### src/rtl/pinit_pkg.sv
package pinit_pkg;

  localparam int FRAME_W = 24;
  localparam int N_ENT   = 24;
  localparam logic [5:0] ID_BITS = 6'b011100;

  typedef enum logic [1:0] {
    ST_IDLE,
    ST_LOAD,
    ST_SHIFT,
    ST_GAP
  } pinit_st_e;

  // leading byte: id pattern, register-select bit, write (0)
  function automatic logic [7:0] lead_byte(input logic is_value);
    return {ID_BITS, is_value, 1'b0};
  endfunction

  function automatic logic [FRAME_W-1:0] build_frame(input logic is_value,
                                                     input logic [15:0] word);
    return {lead_byte(is_value), word};
  endfunction

endpackage

### src/rtl/pinit_rom.sv
module pinit_rom #(
  parameter int IW = 5
) (
  input  logic [IW-1:0] idx_i,
  output logic [7:0]    addr_o,
  output logic [15:0]   val_o
);

  always_comb begin
    case (idx_i)
      IW'(0):  {addr_o, val_o} = {8'h01, 16'h6300};
      IW'(1):  {addr_o, val_o} = {8'h02, 16'h0200};
      IW'(2):  {addr_o, val_o} = {8'h03, 16'h6564};
      IW'(3):  {addr_o, val_o} = {8'h04, 16'h04C7};
      IW'(4):  {addr_o, val_o} = {8'h05, 16'hA884};
      IW'(5):  {addr_o, val_o} = {8'h08, 16'h00CE};
      IW'(6):  {addr_o, val_o} = {8'h0A, 16'h4008};
      IW'(7):  {addr_o, val_o} = {8'h0B, 16'hD400};
      IW'(8):  {addr_o, val_o} = {8'h0D, 16'h3229};
      IW'(9):  {addr_o, val_o} = {8'h0E, 16'h1200};
      IW'(10): {addr_o, val_o} = {8'h0F, 16'h0000};
      IW'(11): {addr_o, val_o} = {8'h16, 16'h9F80};
      IW'(12): {addr_o, val_o} = {8'h17, 16'h3F02};
      IW'(13): {addr_o, val_o} = {8'h1E, 16'h005C};
      IW'(14): {addr_o, val_o} = {8'h30, 16'h0103};
      IW'(15): {addr_o, val_o} = {8'h31, 16'h0407};
      IW'(16): {addr_o, val_o} = {8'h32, 16'h0705};
      IW'(17): {addr_o, val_o} = {8'h33, 16'h0002};
      IW'(18): {addr_o, val_o} = {8'h34, 16'h0505};
      IW'(19): {addr_o, val_o} = {8'h35, 16'h0303};
      IW'(20): {addr_o, val_o} = {8'h36, 16'h0707};
      IW'(21): {addr_o, val_o} = {8'h37, 16'h0100};
      IW'(22): {addr_o, val_o} = {8'h3A, 16'h1F00};
      IW'(23): {addr_o, val_o} = {8'h3B, 16'h000F};
      default: {addr_o, val_o} = 24'h0;
    endcase
  end

endmodule

### src/rtl/pinit_shifter.sv
module pinit_shifter #(
  parameter int FW  = 24,
  parameter int DIV = 2
) (
  input  logic          clk,
  input  logic          rst_n,
  input  logic          load_i,
  input  logic [FW-1:0] frame_i,
  output logic          sclk_o,
  output logic          mosi_o,
  output logic          cs_n_o,
  output logic          end_o
);

  localparam int DW = (DIV > 1) ? $clog2(DIV) : 1;
  localparam int BW = $clog2(FW);

  logic [FW-1:0] sh_q;
  logic [DW-1:0] div_q;
  logic [BW-1:0] bit_q;
  logic          sclk_q, csn_q, end_q;

  wire half_tick = (div_q == DW'(DIV - 1));
  wire last_bit  = (bit_q == BW'(FW - 1));

  always_ff @(posedge clk or negedge rst_n) begin
    if (!rst_n) begin
      sh_q   <= '0;
      div_q  <= '0;
      bit_q  <= '0;
      sclk_q <= 1'b0;
      csn_q  <= 1'b1;
      end_q  <= 1'b0;
    end else begin
      end_q <= 1'b0;
      if (load_i && csn_q) begin
        sh_q   <= frame_i;
        csn_q  <= 1'b0;
        div_q  <= '0;
        bit_q  <= '0;
        sclk_q <= 1'b0;
      end else if (!csn_q) begin
        if (half_tick) begin
          div_q <= '0;
          if (!sclk_q) begin
            sclk_q <= 1'b1;
          end else begin
            sclk_q <= 1'b0;
            if (last_bit) begin
              csn_q <= 1'b1;
              end_q <= 1'b1;
            end else begin
              sh_q  <= {sh_q[FW-2:0], 1'b0};
              bit_q <= bit_q + 1'b1;
            end
          end
        end else begin
          div_q <= div_q + 1'b1;
        end
      end
    end
  end

  assign sclk_o = sclk_q;
  assign mosi_o = sh_q[FW-1];
  assign cs_n_o = csn_q;
  assign end_o  = end_q;


  mosi_stable_chk: assert property (@(posedge clk) disable iff (!rst_n)
    (sclk_o && $past(sclk_o)) |-> $stable(mosi_o));


  sclk_idle_chk: assert property (@(posedge clk) disable iff (!rst_n)
    cs_n_o |-> !sclk_o);


  frame_end_chk: assert property (@(posedge clk) disable iff (!rst_n)
    end_o |-> (cs_n_o && $past(!cs_n_o)));

endmodule

### src/rtl/panel_init_seq.sv
module panel_init_seq
  import pinit_pkg::*;
#(
  parameter int CLK_DIV  = 2,
  parameter int GAP_SCLK = 2
) (
  input  logic clk,
  input  logic rst_n,
  input  logic start_i,
  input  logic fault_i,
  output logic sclk_o,
  output logic mosi_o,
  output logic cs_n_o,
  output logic busy_o,
  output logic done_o,
  output logic err_o
);

  localparam int GAP_CYC = 2 * CLK_DIV * GAP_SCLK;
  localparam int GCW     = $clog2(GAP_CYC + 1) + 1;
  localparam int IW      = $clog2(N_ENT);

  pinit_st_e        st_q;
  logic [IW-1:0]    idx_q;
  logic             ph_q;
  logic [GCW-1:0]   gap_q;
  logic [GCW-1:0]   cs_hi_q;
  logic             busy_q, done_q, err_q;
  logic [7:0]       reg_a;
  logic [15:0]      reg_v;
  logic [FRAME_W-1:0] frame;
  logic             fr_end;

  // named internal events
  wire last_frame = ph_q && (idx_q == IW'(N_ENT - 1));
  wire fault_hit  = (st_q == ST_SHIFT) && fr_end && fault_i;
  wire seq_fin    = (st_q == ST_SHIFT) && fr_end && !fault_i && last_frame;
  wire step       = (st_q == ST_SHIFT) && fr_end && !fault_i && !last_frame;
  wire go         = (st_q == ST_IDLE) && start_i;
  wire gap_over   = (gap_q == GCW'(GAP_CYC - 1));
  wire load       = (st_q == ST_LOAD);
  wire run_first  = (idx_q == '0) && !ph_q;

  pinit_rom #(.IW(IW)) u_rom (
    .idx_i  (idx_q),
    .addr_o (reg_a),
    .val_o  (reg_v)
  );

  assign frame = build_frame(ph_q, ph_q ? reg_v : {8'h00, reg_a});

  pinit_shifter #(.FW(FRAME_W), .DIV(CLK_DIV)) u_shift (
    .clk     (clk),
    .rst_n   (rst_n),
    .load_i  (load),
    .frame_i (frame),
    .sclk_o  (sclk_o),
    .mosi_o  (mosi_o),
    .cs_n_o  (cs_n_o),
    .end_o   (fr_end)
  );

  always_ff @(posedge clk or negedge rst_n) begin
    if (!rst_n) begin
      st_q   <= ST_LOAD;
      idx_q  <= '0;
      ph_q   <= 1'b0;
      gap_q  <= '0;
      busy_q <= 1'b1;
      done_q <= 1'b0;
      err_q  <= 1'b0;
    end else begin
      done_q <= 1'b0;
      case (st_q)
        ST_IDLE: begin
          if (go) begin
            st_q   <= ST_LOAD;
            idx_q  <= '0;
            ph_q   <= 1'b0;
            busy_q <= 1'b1;
            err_q  <= 1'b0;
          end
        end
        ST_LOAD: st_q <= ST_SHIFT;
        ST_SHIFT: begin
          if (fault_hit) begin
            err_q  <= 1'b1;
            busy_q <= 1'b0;
            st_q   <= ST_IDLE;
          end else if (seq_fin) begin
            done_q <= 1'b1;
            busy_q <= 1'b0;
            st_q   <= ST_IDLE;
          end else if (step) begin
            gap_q <= '0;
            st_q  <= ST_GAP;
            if (ph_q) begin
              ph_q  <= 1'b0;
              idx_q <= idx_q + 1'b1;
            end else begin
              ph_q <= 1'b1;
            end
          end
        end
        ST_GAP: begin
          if (gap_over) st_q <= ST_LOAD;
          else          gap_q <= gap_q + 1'b1;
        end
        default: st_q <= ST_IDLE;
      endcase
    end
  end

  // chip-select high time, kept for the gap check
  always_ff @(posedge clk or negedge rst_n) begin
    if (!rst_n)                    cs_hi_q <= '0;
    else if (!cs_n_o)              cs_hi_q <= '0;
    else if (cs_hi_q != '1)        cs_hi_q <= cs_hi_q + 1'b1;
  end

  assign busy_o = busy_q;
  assign done_o = done_q;
  assign err_o  = err_q;


  cs_gap_chk: assert property (@(posedge clk) disable iff (!rst_n)
    ($fell(cs_n_o) && !run_first) |-> (cs_hi_q >= GCW'(GAP_CYC)));


  done_excl_chk: assert property (@(posedge clk) disable iff (!rst_n)
    done_o |-> (!busy_o && !err_o && $past(busy_o)));


  err_halt_chk: assert property (@(posedge clk) disable iff (!rst_n)
    $rose(err_o) |-> (cs_n_o && !busy_o && !done_o));


  busy_rise_chk: assert property (@(posedge clk) disable iff (!rst_n)
    $rose(busy_o) |-> $past(start_i));


  idle_quiet_chk: assert property (@(posedge clk) disable iff (!rst_n)
    (!busy_o && $past(!busy_o)) |-> cs_n_o);

endmodule

### config.mk
export PLATFORM = sky130hd
export DESIGN_NAME = panel_init_seq
export DESIGN_NICKNAME = d
export VERILOG_FILES = /design/src/rtl/pinit_pkg.sv /design/src/rtl/pinit_rom.sv /design/src/rtl/pinit_shifter.sv /design/src/rtl/panel_init_seq.sv
export SDC_FILE = /design/constraint.sdc
export NUM_CORES = 1
export LEC_CHECK = 0
export ABC_AREA = 0
export BUFFER_PORTS_ARGS = -buffer_cell sky130_fd_sc_hd__buf_2
export CELL_PAD_IN_SITES_DETAIL_PLACEMENT = 1
export CELL_PAD_IN_SITES_GLOBAL_PLACEMENT = 2
export CORE_AREA = 2 2 80 121
export DETAILED_ROUTE_END_ITERATION = 6
export DIE_AREA = 0 0 82 123
export GPL_TIMING_DRIVEN = 0
export PLACE_DENSITY = 0.85
export SLEW_MARGIN = 20
export SYNTH_ARGS = -nofsm -noshare
export SYNTH_HDL_FRONTEND = slang
export SYNTH_SLANG_ARGS = --single-unit
### constraint.sdc
create_clock -name clk -period 2.4 [get_ports clk]
set_clock_uncertainty 0.2 [all_clocks]
set_input_delay 0.6 -clock clk [delete_from_list [all_inputs] [get_ports clk]]
set_output_delay 0.6 -clock clk [all_outputs]
set_load 0.02 [all_outputs]
Word level (Yosys, flattened, before mapping)
Memories as Yosys holds them, arrays and structs flattened.
Index checks and enable logic that the tools add are counted.
{"block": "word_totals", "n_memories": 1, "register_bits": 49, "input_bits": 4, "latch_bits": 0, "mem_bits_rw": 0, "mem_bits_ro": 704}
{"block": "op_classes", "add_sub_neg": 4, "mul": 0, "n_div": 0, "muxes": 57, "shifts": 0, "bitwise_logic": 0, "n_reduce_logical": 23, "n_eq_ne": 18, "n_lt_le_gt_ge": 0}
{"name": "(name not given)", "depth": 32, "width": 22, "rd": 1, "rd_ports_with_merged_regs": 0, "write_ports": 0, "line_no": "pinit_rom.sv:10", "text": "case (idx_i)"}
{"operator": "24-bit two-way mux", "count": 5}
{"operator": "5-bit two-way mux", "count": 14}
{"operator": "1-bit two-way mux", "count": 26}
{"operator": "2-bit != test, second input constant", "count": 10}
{"operator": "5-bit case mux with 2 select lines", "count": 2}
{"operator": "16-bit two-way mux", "count": 1}
{"operator": "5-bit by 1-bit adder with 5-bit output, second input constant", "count": 3}
{"operator": "5-bit == test, second input constant", "count": 2}
{"operator": "2-bit two-way mux", "count": 5}
{"operator": "5-bit AND reduction", "count": 2}
{"operator": "3-bit AND reduction", "count": 3}
{"operator": "1-bit logical AND", "count": 8}
{"operator": "2-bit case mux with 4 select lines", "count": 1}
{"operator": "2-bit nonzero test", "count": 4}
{"operator": "1-bit case mux with 2 select lines", "count": 3}
{"operator": "6-bit AND reduction", "count": 1}
{"operator": "5-bit by 3-bit == test with 1-bit output, second input constant", "count": 1}
{"operator": "2-bit == test, second input constant", "count": 2}
{"operator": "4-bit != test, second input constant", "count": 1}
{"operator": "4-bit AND reduction", "count": 1}
{"operator": "3-bit != test, second input constant", "count": 1}
{"operator": "2-bit by 1-bit == test with 1-bit output, second input constant", "count": 1}
{"operator": "1-bit logical NOT", "count": 2}
{"operator": "2-bit logical NOT", "count": 1}
{"operator": "other kinds (2)", "count": 2}

Longest topological paths before layout
Gate-level depths: netlist of the first run.
{"block": "depth", "depth_word": 8, "ltp_mapped": 8}

Cells and area by module
Synthesis of the first run repeated with hierarchy kept, for this count alone.
{"block": "unflattened", "cells_unflattened": 406, "area_unflattened_um2": 3557.2}
{"mod": "pinit_shifter", "area_each_um2": 1564.0, "instances": 1, "cells_per_inst": 172}
{"mod": "panel_init_seq", "area_each_um2": 1258.7, "instances": 1, "cells_per_inst": 128}
{"mod": "pinit_rom", "area_each_um2": 734.5, "instances": 1, "cells_per_inst": 106}

Least setup slack after synthesis of the first run
OpenSTA, ideal clock, no wires.
{"block": "synth_path", "path_type": "register to register", "startpoint": "reg idx_q[0]", "endpoint": "reg u_shift.sh_q[1]", "path_slack_ns": 0.154, "arrival_time_ns": 1.918, "setup_ns": 0.128, "path_stages_with_launch": 9, "n_path_buf": 1, "required_time_ns": 2.072, "synth_period_minus_slack_ns": 2.246, "path_cell_list": "dfrtp_1 clkbuf_1 inv_1 ha_1 mux2_2 o21ai_0 nand2_1 a221oi_1 nor3_1"}
{"block": "synth_between", "elab_chain_cells": 3}
{"item": "start, declared", "line_no": "panel_init_seq.sv:24", "text": "logic [IW-1:0] idx_q;"}
{"item": "start signal, assigned", "line_no": "panel_init_seq.sv:99", "text": "idx_q <= idx_q + 1'b1;"}
{"item": "memory read 32 x 22 bit"}
{"item": "16-bit two-way mux", "line_no": "panel_init_seq.sv:50", "text": "assign frame = build_frame(ph_q, ph_q ? reg_v : {8'h00, reg_a});"}
{"item": "24-bit two-way mux", "line_no": "pinit_shifter.sv:36", "text": "if (load_i && csn_q) begin"}
{"item": "end signal, assigned", "line_no": "pinit_shifter.sv:37", "text": "sh_q <= frame_i;"}
{"item": "end signal, assigned", "line_no": "pinit_shifter.sv:53", "text": "sh_q <= {sh_q[FW-2:0], 1'b0};"}
{"item": "end, declared", "line_no": "pinit_shifter.sv:18", "text": "logic [FW-1:0] sh_q;"}
Every way passes these cells.
A chain may end at the register's enable or synchronous reset.

Worst setup path after layout of the first run
{"block": "layout_path", "startpoint": "reg idx_q[0]", "endpoint": "reg u_shift.sh_q[0]"}
Same word-level chain as after synthesis.

==> results of run 1 <==
## cells by family after synthesis
kind of cell	synth area share
buffers and inverters	0.0543
multiplexers	0.0417
AND/OR/NAND/NOR	0.201
XOR/XNOR	0.0165
adder cells (fa/ha/maj)	0.0748
flip-flops	0.387
AO/OA/AOI/OAI	0.225
## final timing paths
path	start	end	slack, ns	cells past startpoint
worst min-delay path	rst_n	u_shift.sh_q[11]	0.12	1
max in group asynchronous	rst_n	idx_q[1]	1.38	1
worst min register to register	u_shift.sh_q[17]	u_shift.sh_q[18]	0.27	2
worst max register to register	idx_q[0]	u_shift.sh_q[0]	0.1	7
worst max-delay path	idx_q[0]	u_shift.sh_q[0]	0.1	7
min in group clk	u_shift.sh_q[17]	u_shift.sh_q[18]	0.27	2
## flip-flops by register name, indices dropped and copies added (netlist names)
register        flops
ph_q                1
u_shift.sh_q       24
done_o              1
u_shift.cs_n_o      1
u_shift.sclk_o      1
err_o               1
gap_q               5
busy_o              1
u_shift.div_q       1
st_q                2
u_shift.end_o       1
idx_q               5
u_shift.bit_q       5
## synthesized netlist by cell type (3+ instances only)
master,instances
a211oi_1,6
a31oi_1,6
xnor2_1,3
and2_1,4
nand2b_1,3
buf_2,8
clkbuf_1,7
buf_6,4
mux2i_1,11
a21oi_1,20
dfstp_2,3
nor2_1,28
o21ai_0,29
nand4_1,3
dfrtp_1,46
xor2_1,3
ha_1,19
nor2b_1,7
nand2_1,46
inv_1,13
o31ai_1,5
a221oi_1,4
nor3_1,13
nand3_1,14
o22ai_1,5
## area by class of cell
| class | instances | area, sq um |
|---|---|---|
| Sequential cell | 49 | 1230 |
| Buffer | 21 | 133 |
| Tap cell | 112 | 140 |
| Clock buffer | 6 | 129 |
| Multi-Input combinational cell | 271 | 1800 |
| Clock inverter | 2 | 35.0 |
| Inverter | 14 | 56.3 |
| Timing Repair Buffer | 15 | 92.6 |
| Fill cell | 1081 | 5420 |
## power by group through the flow
stage | registers (mW) | clock network (mW) | logic (mW)
finish | 0.953 | 0.810 | 0.440
global route | 0.963 | 0.856 | 0.509
detailed placement | 0.969 | 0 | 0.448
global placement | 0.965 | 0 | 0.426
floorplan | 0.952 | 0 | 0.332
CTS | 0.954 | 0.828 | 0.449
## per-stage QoR
step	TNS [ns]	instance area [sq um]
6_report	0	3620
5_1_grt	0	3620
4_1_cts	0	3570
3_5_place_dp	-2.61	3370
3_3_place_gp	-2.11	3360
2_1_floorplan	0	3180
## timing repair
item / 4_1_cts / 5_1_grt
hold buffers: 0 / 0
gates resized for setup: 10 / 6
gates cloned: 0 / 0
setup buffers: 1 / 5
setup endpoints to repair: 10 / 7
pin swaps: 0 / 1
## metal layers
| layer | global-route usage | vias up |
|---|---|---|
| met5 | 0 | - |
| met4 | 0.0802 | 0 |
| met3 | 0.0241 | 27 |
| met2 | 0.364 | 40 |
| met1 | 0.207 | 1376 |
| li1 | - | 1315 |
## critical path, cell delays in order, from the launching register on
cell	delay (ns)
dfrtp_2	0.38
buf_4	0.18
ha_1	0.32
ha_1	0.29
nor2_1	0.06
a311o_1	0.33
a311oi_1	0.32
a31o_1	0.15
==> results.cfg, run 1 <==
[finish]
nets = 400
mostFrequentLayoutCells = nand2_1, dfrtp_1, o21ai_0, nor2_1, a21oi_1
antenna_cells = 0
utilization = 0.400
drive_above_1_share = 0.164
fin_cells = 490
syn_to_final_growth_pct = 13.9
layout_commonest_cell = nand2_1

[sta]
relSlewSlack = 0.563
fin_crit_ns = 2.30
maxSlewViolCount = 0
finalCritPeriodShare = 0.959
worst_pin_slew_ns = 0.656
hold_viol_final = 0
fin_ws_ns = 0.0993
fmax_mhz = 435
whs_ns = 0.116
rsz0062_at_grt = no
setup_viol = 0

[route]
drc_errors = 0
ant_nets = 0
drtIter0Drc = 124
wl_met1_mm = 3.53
drtPass1Iterations = 6
routed-via-count = 2758
wl_met2_mm = 4.86
wirelength_mm = 8.96
wl_per_cell_microns = 18.3
met3_length_microns = 219
topRoutingLayerUsed = met4
routed_via_density = 5.63

[cts]
cts_tree = built
clockBufferDepth = 2
clk_latency_ns = 0.29
h-tree-depth = 2
clkSlewWorstSetupHoldPaths_ns = 0.07
cts-root-buf = clkbuf_16
cts_sinks = 49
cts_inserted_buffers = 5

[setup_path]
critPathArrivalTime_ns = 2.33
critPathLaunchType = flip-flop
crit_type = reg -> reg
cp-end-kind = flip-flop
worstPathRequired_ns = 2.43
crit_fanout = 8

[place]
post-place-cells = 476
gp_congestion = 0.851
io_buffers = 9
hpwl_mm = 6.57
pre_cts_ws_ns = -0.555

[pwr]
swShare = 0.297
p_int_mw = 1.55
finalPower_mw = 2.20
pwr-share-seq = 0.433
power_density_nw_per_um2 = 609
ir_drop_uv = 470
p_leak_nw = 1.64
p_comb_frac = 0.200
power_switching_mw = 0.655
clkPwrFrac = 0.368

[yosys]
syn_inst = 355
yosysUniqueCellTypes = 64
synth_edf_count = 0
synth_top_area_share = 0.362
synth_top_cell_by_area = dfrtp_1
ys_top_cells_by_area = dfrtp_1, ha_1, nand2_1
ys_seq_elements = 49
ys.flop_type = dfrtp_1
synth.avg_cell_area_sq_um = 8.95
synth_seq_area_share = 0.387
async_flop_share = 1.00
synth_nets = 378
synth_area_sq_um = 3180
yosysWarningCount = 0

[global_routing]
antenna_found_initial = 0
grt_max_degree = 50
first_global_vias = 2990
overflow = 0
grt_usage = 0.192
grt_pass1_wl_mm = 15.0

[floorplanning]
rows = 43
die_x_microns = 82
die-area_sq_um = 10100
pin_count = 10
die_h_microns = 123
coreArea_sq_um = 9040
start_util = 0.352

[run]
cap_viol_max_count = 0

[run_status]
status = completed

[hold_path]
worst_hold_path_type = in -> async
No activity file was read; power rests on OpenSTA's default activity.
==> run 2, diff against run 1 <==
MAX_ROUTING_LAYER = met4   (was unset)
RECOVER_POWER = 25   (was unset)
==> results.cfg, run 2 (same netlist as run 1, synthesis figures left out) <==
[route]
ant_nets = 0
drc_errors = 0
drtIter0Drc = 103
routed_via_density = 5.62
wirelength_mm = 8.94
drtPass1Iterations = 4
wl_per_cell_microns = 18.2
routed-via-count = 2753

[floorplanning]
pin_count = 10
die-area_sq_um = 10100
coreArea_sq_um = 9040
start_util = 0.352
rows = 43
die_h_microns = 123
die_x_microns = 82

[cts]
cts_tree = built
hold_buffers = 0
cts_inserted_buffers = 5
cts_sinks = 49
h-tree-depth = 2
clkSlewWorstSetupHoldPaths_ns = 0.07
cts-root-buf = clkbuf_16
clockBufferDepth = 2
clk_latency_ns = 0.29

[setup_path]
critPathLaunchType = flip-flop
worst_path_largest_cell_delay_ns = 0.38
cp.buffers_inverters = 1
regToRegSetupSlack_ns = 0.11
critPathArrivalTime_ns = 2.32
reg2regPathDepth = 7
cpLargestDelayFamily = compound AO/OA/AOI/OAI gates
crit_type = reg -> reg
crit_chain = buf_4, ha_1, ha_1, nor2_1, a311o_1, a311oi_1, a31o_1
cp_slowest_cell = dfrtp_2
crit_fanout = 8
critPathLaunch = idx_q[0]
worstPathRequired_ns = 2.43
path_common_cell = ha_1
cp-end-kind = flip-flop
timing.rr.end = u_shift.sh_q[0]
worstReg2RegStart = idx_q[0]

[hold_path]
min_from = u_shift.sh_q[17]
worstHoldPathCells = 2
hold_end = u_shift.sh_q[18]
worst_hold_path_type = reg -> reg

[sta]
relSlewSlack = 0.147
fmax_mhz = 436
maxSlewViolCount = 0
hold_viol_final = 0
setup_tns_ns = 0
setup_viol = 0
worst_pin_slew_ns = 1.28
fin_crit_ns = 2.29
rsz0062_at_grt = no
finalCritPeriodShare = 0.955

[place]
post-place-cells = 476
hpwl_mm = 6.57
io_buffers = 9
gp_congestion = 0.864

[finish]
multi_input_area_sq_um = 1800
antenna_cells = 0
final-seq-area_sq_um = 1230
layout_commonest_cell = nand2_1
fin_cells = 490
largest_reg_flops = 24
drive_above_1_share = 0.164
nets = 400
syn_to_final_growth_pct = 13.8
fillers = 1082
regMostFlops = u_shift.sh_q
mostFrequentLayoutCells = nand2_1, dfrtp_1, o21ai_0, nor2_1, a21oi_1
utilization = 0.400

[global_routing]
first_global_vias = 2988
antenna_found_initial = 0
overflow = 0
grt_max_degree = 50
grt_pass1_wl_mm = 15.0
grt_usage = 0.197

[pwr]
ir_drop_uv = 470
finalPower_mw = 2.20
p_leak_nw = 1.64
power_density_nw_per_um2 = 609

[run_status]
status = completed

[run]
cap_viol_max_count = 0
==> run 2: cell types whose count changed in the layout (fill, tap and decap cells not counted) <==
cell	previous run	this run
clkbuf_2	3	4
buf_4	7	6
==> run 2: report_power, final <==
part	internal, mW	switching, mW
registers	0.887	0.0659
logic	0.169	0.271
clock network	0.491	0.318
==> run 2: final cells by class <==
type	count	share of cell area
buffer	21	0.0367
clock buffer	6	0.0356
timing repair buffer	15	0.0249
multi-input combinational	271	0.498
sequential	49	0.341
tap	112	0.0388
clock inverter	2	0.00969
inverter	14	0.0156
==> run 2: what timing repair did <==
item / CTS / global route
setup buffers: 1 / 5
gates cloned: 0 / 0
pin swaps: 0 / 1
resized for setup: 10 / 6
endpoints found under the setup margin: 10 / 7
==> run 2: stage by stage <==
step	setup slack [ns]	instance area [sq um]	hold slack, ns
5_1_grt	0.0145	3620	0.305
3_3_place_gp	-0.508	3360	0.254
2_1_floorplan	0.154	3180	0.104
6_report	0.108	3620	0.274
4_1_cts	0.0345	3570	0.169
3_5_place_dp	-0.555	3370	0.266
==> run 2: worst reg2reg max path: stages, from the launching register on <==
cell and delay [ns]:
dfrtp_2 0.38, buf_4 0.18, ha_1 0.32, ha_1 0.29, nor2_1 0.06, a311o_1 0.33
a311oi_1 0.32, a31o_1 0.15
==> run 2: worst max path at each step <==
| stage | end | slack [ns] | cells past startpoint |
|---|---|---|---|
| finish | u_shift.sh_q[0] | 0.11 | 7 |
| global route | gap_q[2] | 0.01 | 8 |
| CTS | u_shift.sh_q[0] | 0.03 | 8 |
| detailed placement | u_shift.sh_q[1] | -0.55 | 8 |
| global placement | u_shift.sh_q[1] | -0.51 | 8 |
| floorplan | u_shift.sh_q[1] | 0.15 | 8 |
==> run 2: metal layers <==
| layer | vias up | global-route usage | wire length [microns] |
|---|---|---|---|
| met4 | 0 | 0.0802 | 345 |
| met1 | 1369 | 0.207 | 3490 |
| met2 | 41 | 0.364 | 4890 |
| met5 | - | - | 0 |
| li1 | 1316 | - | - |
| met3 | 27 | 0.0241 | 210 |
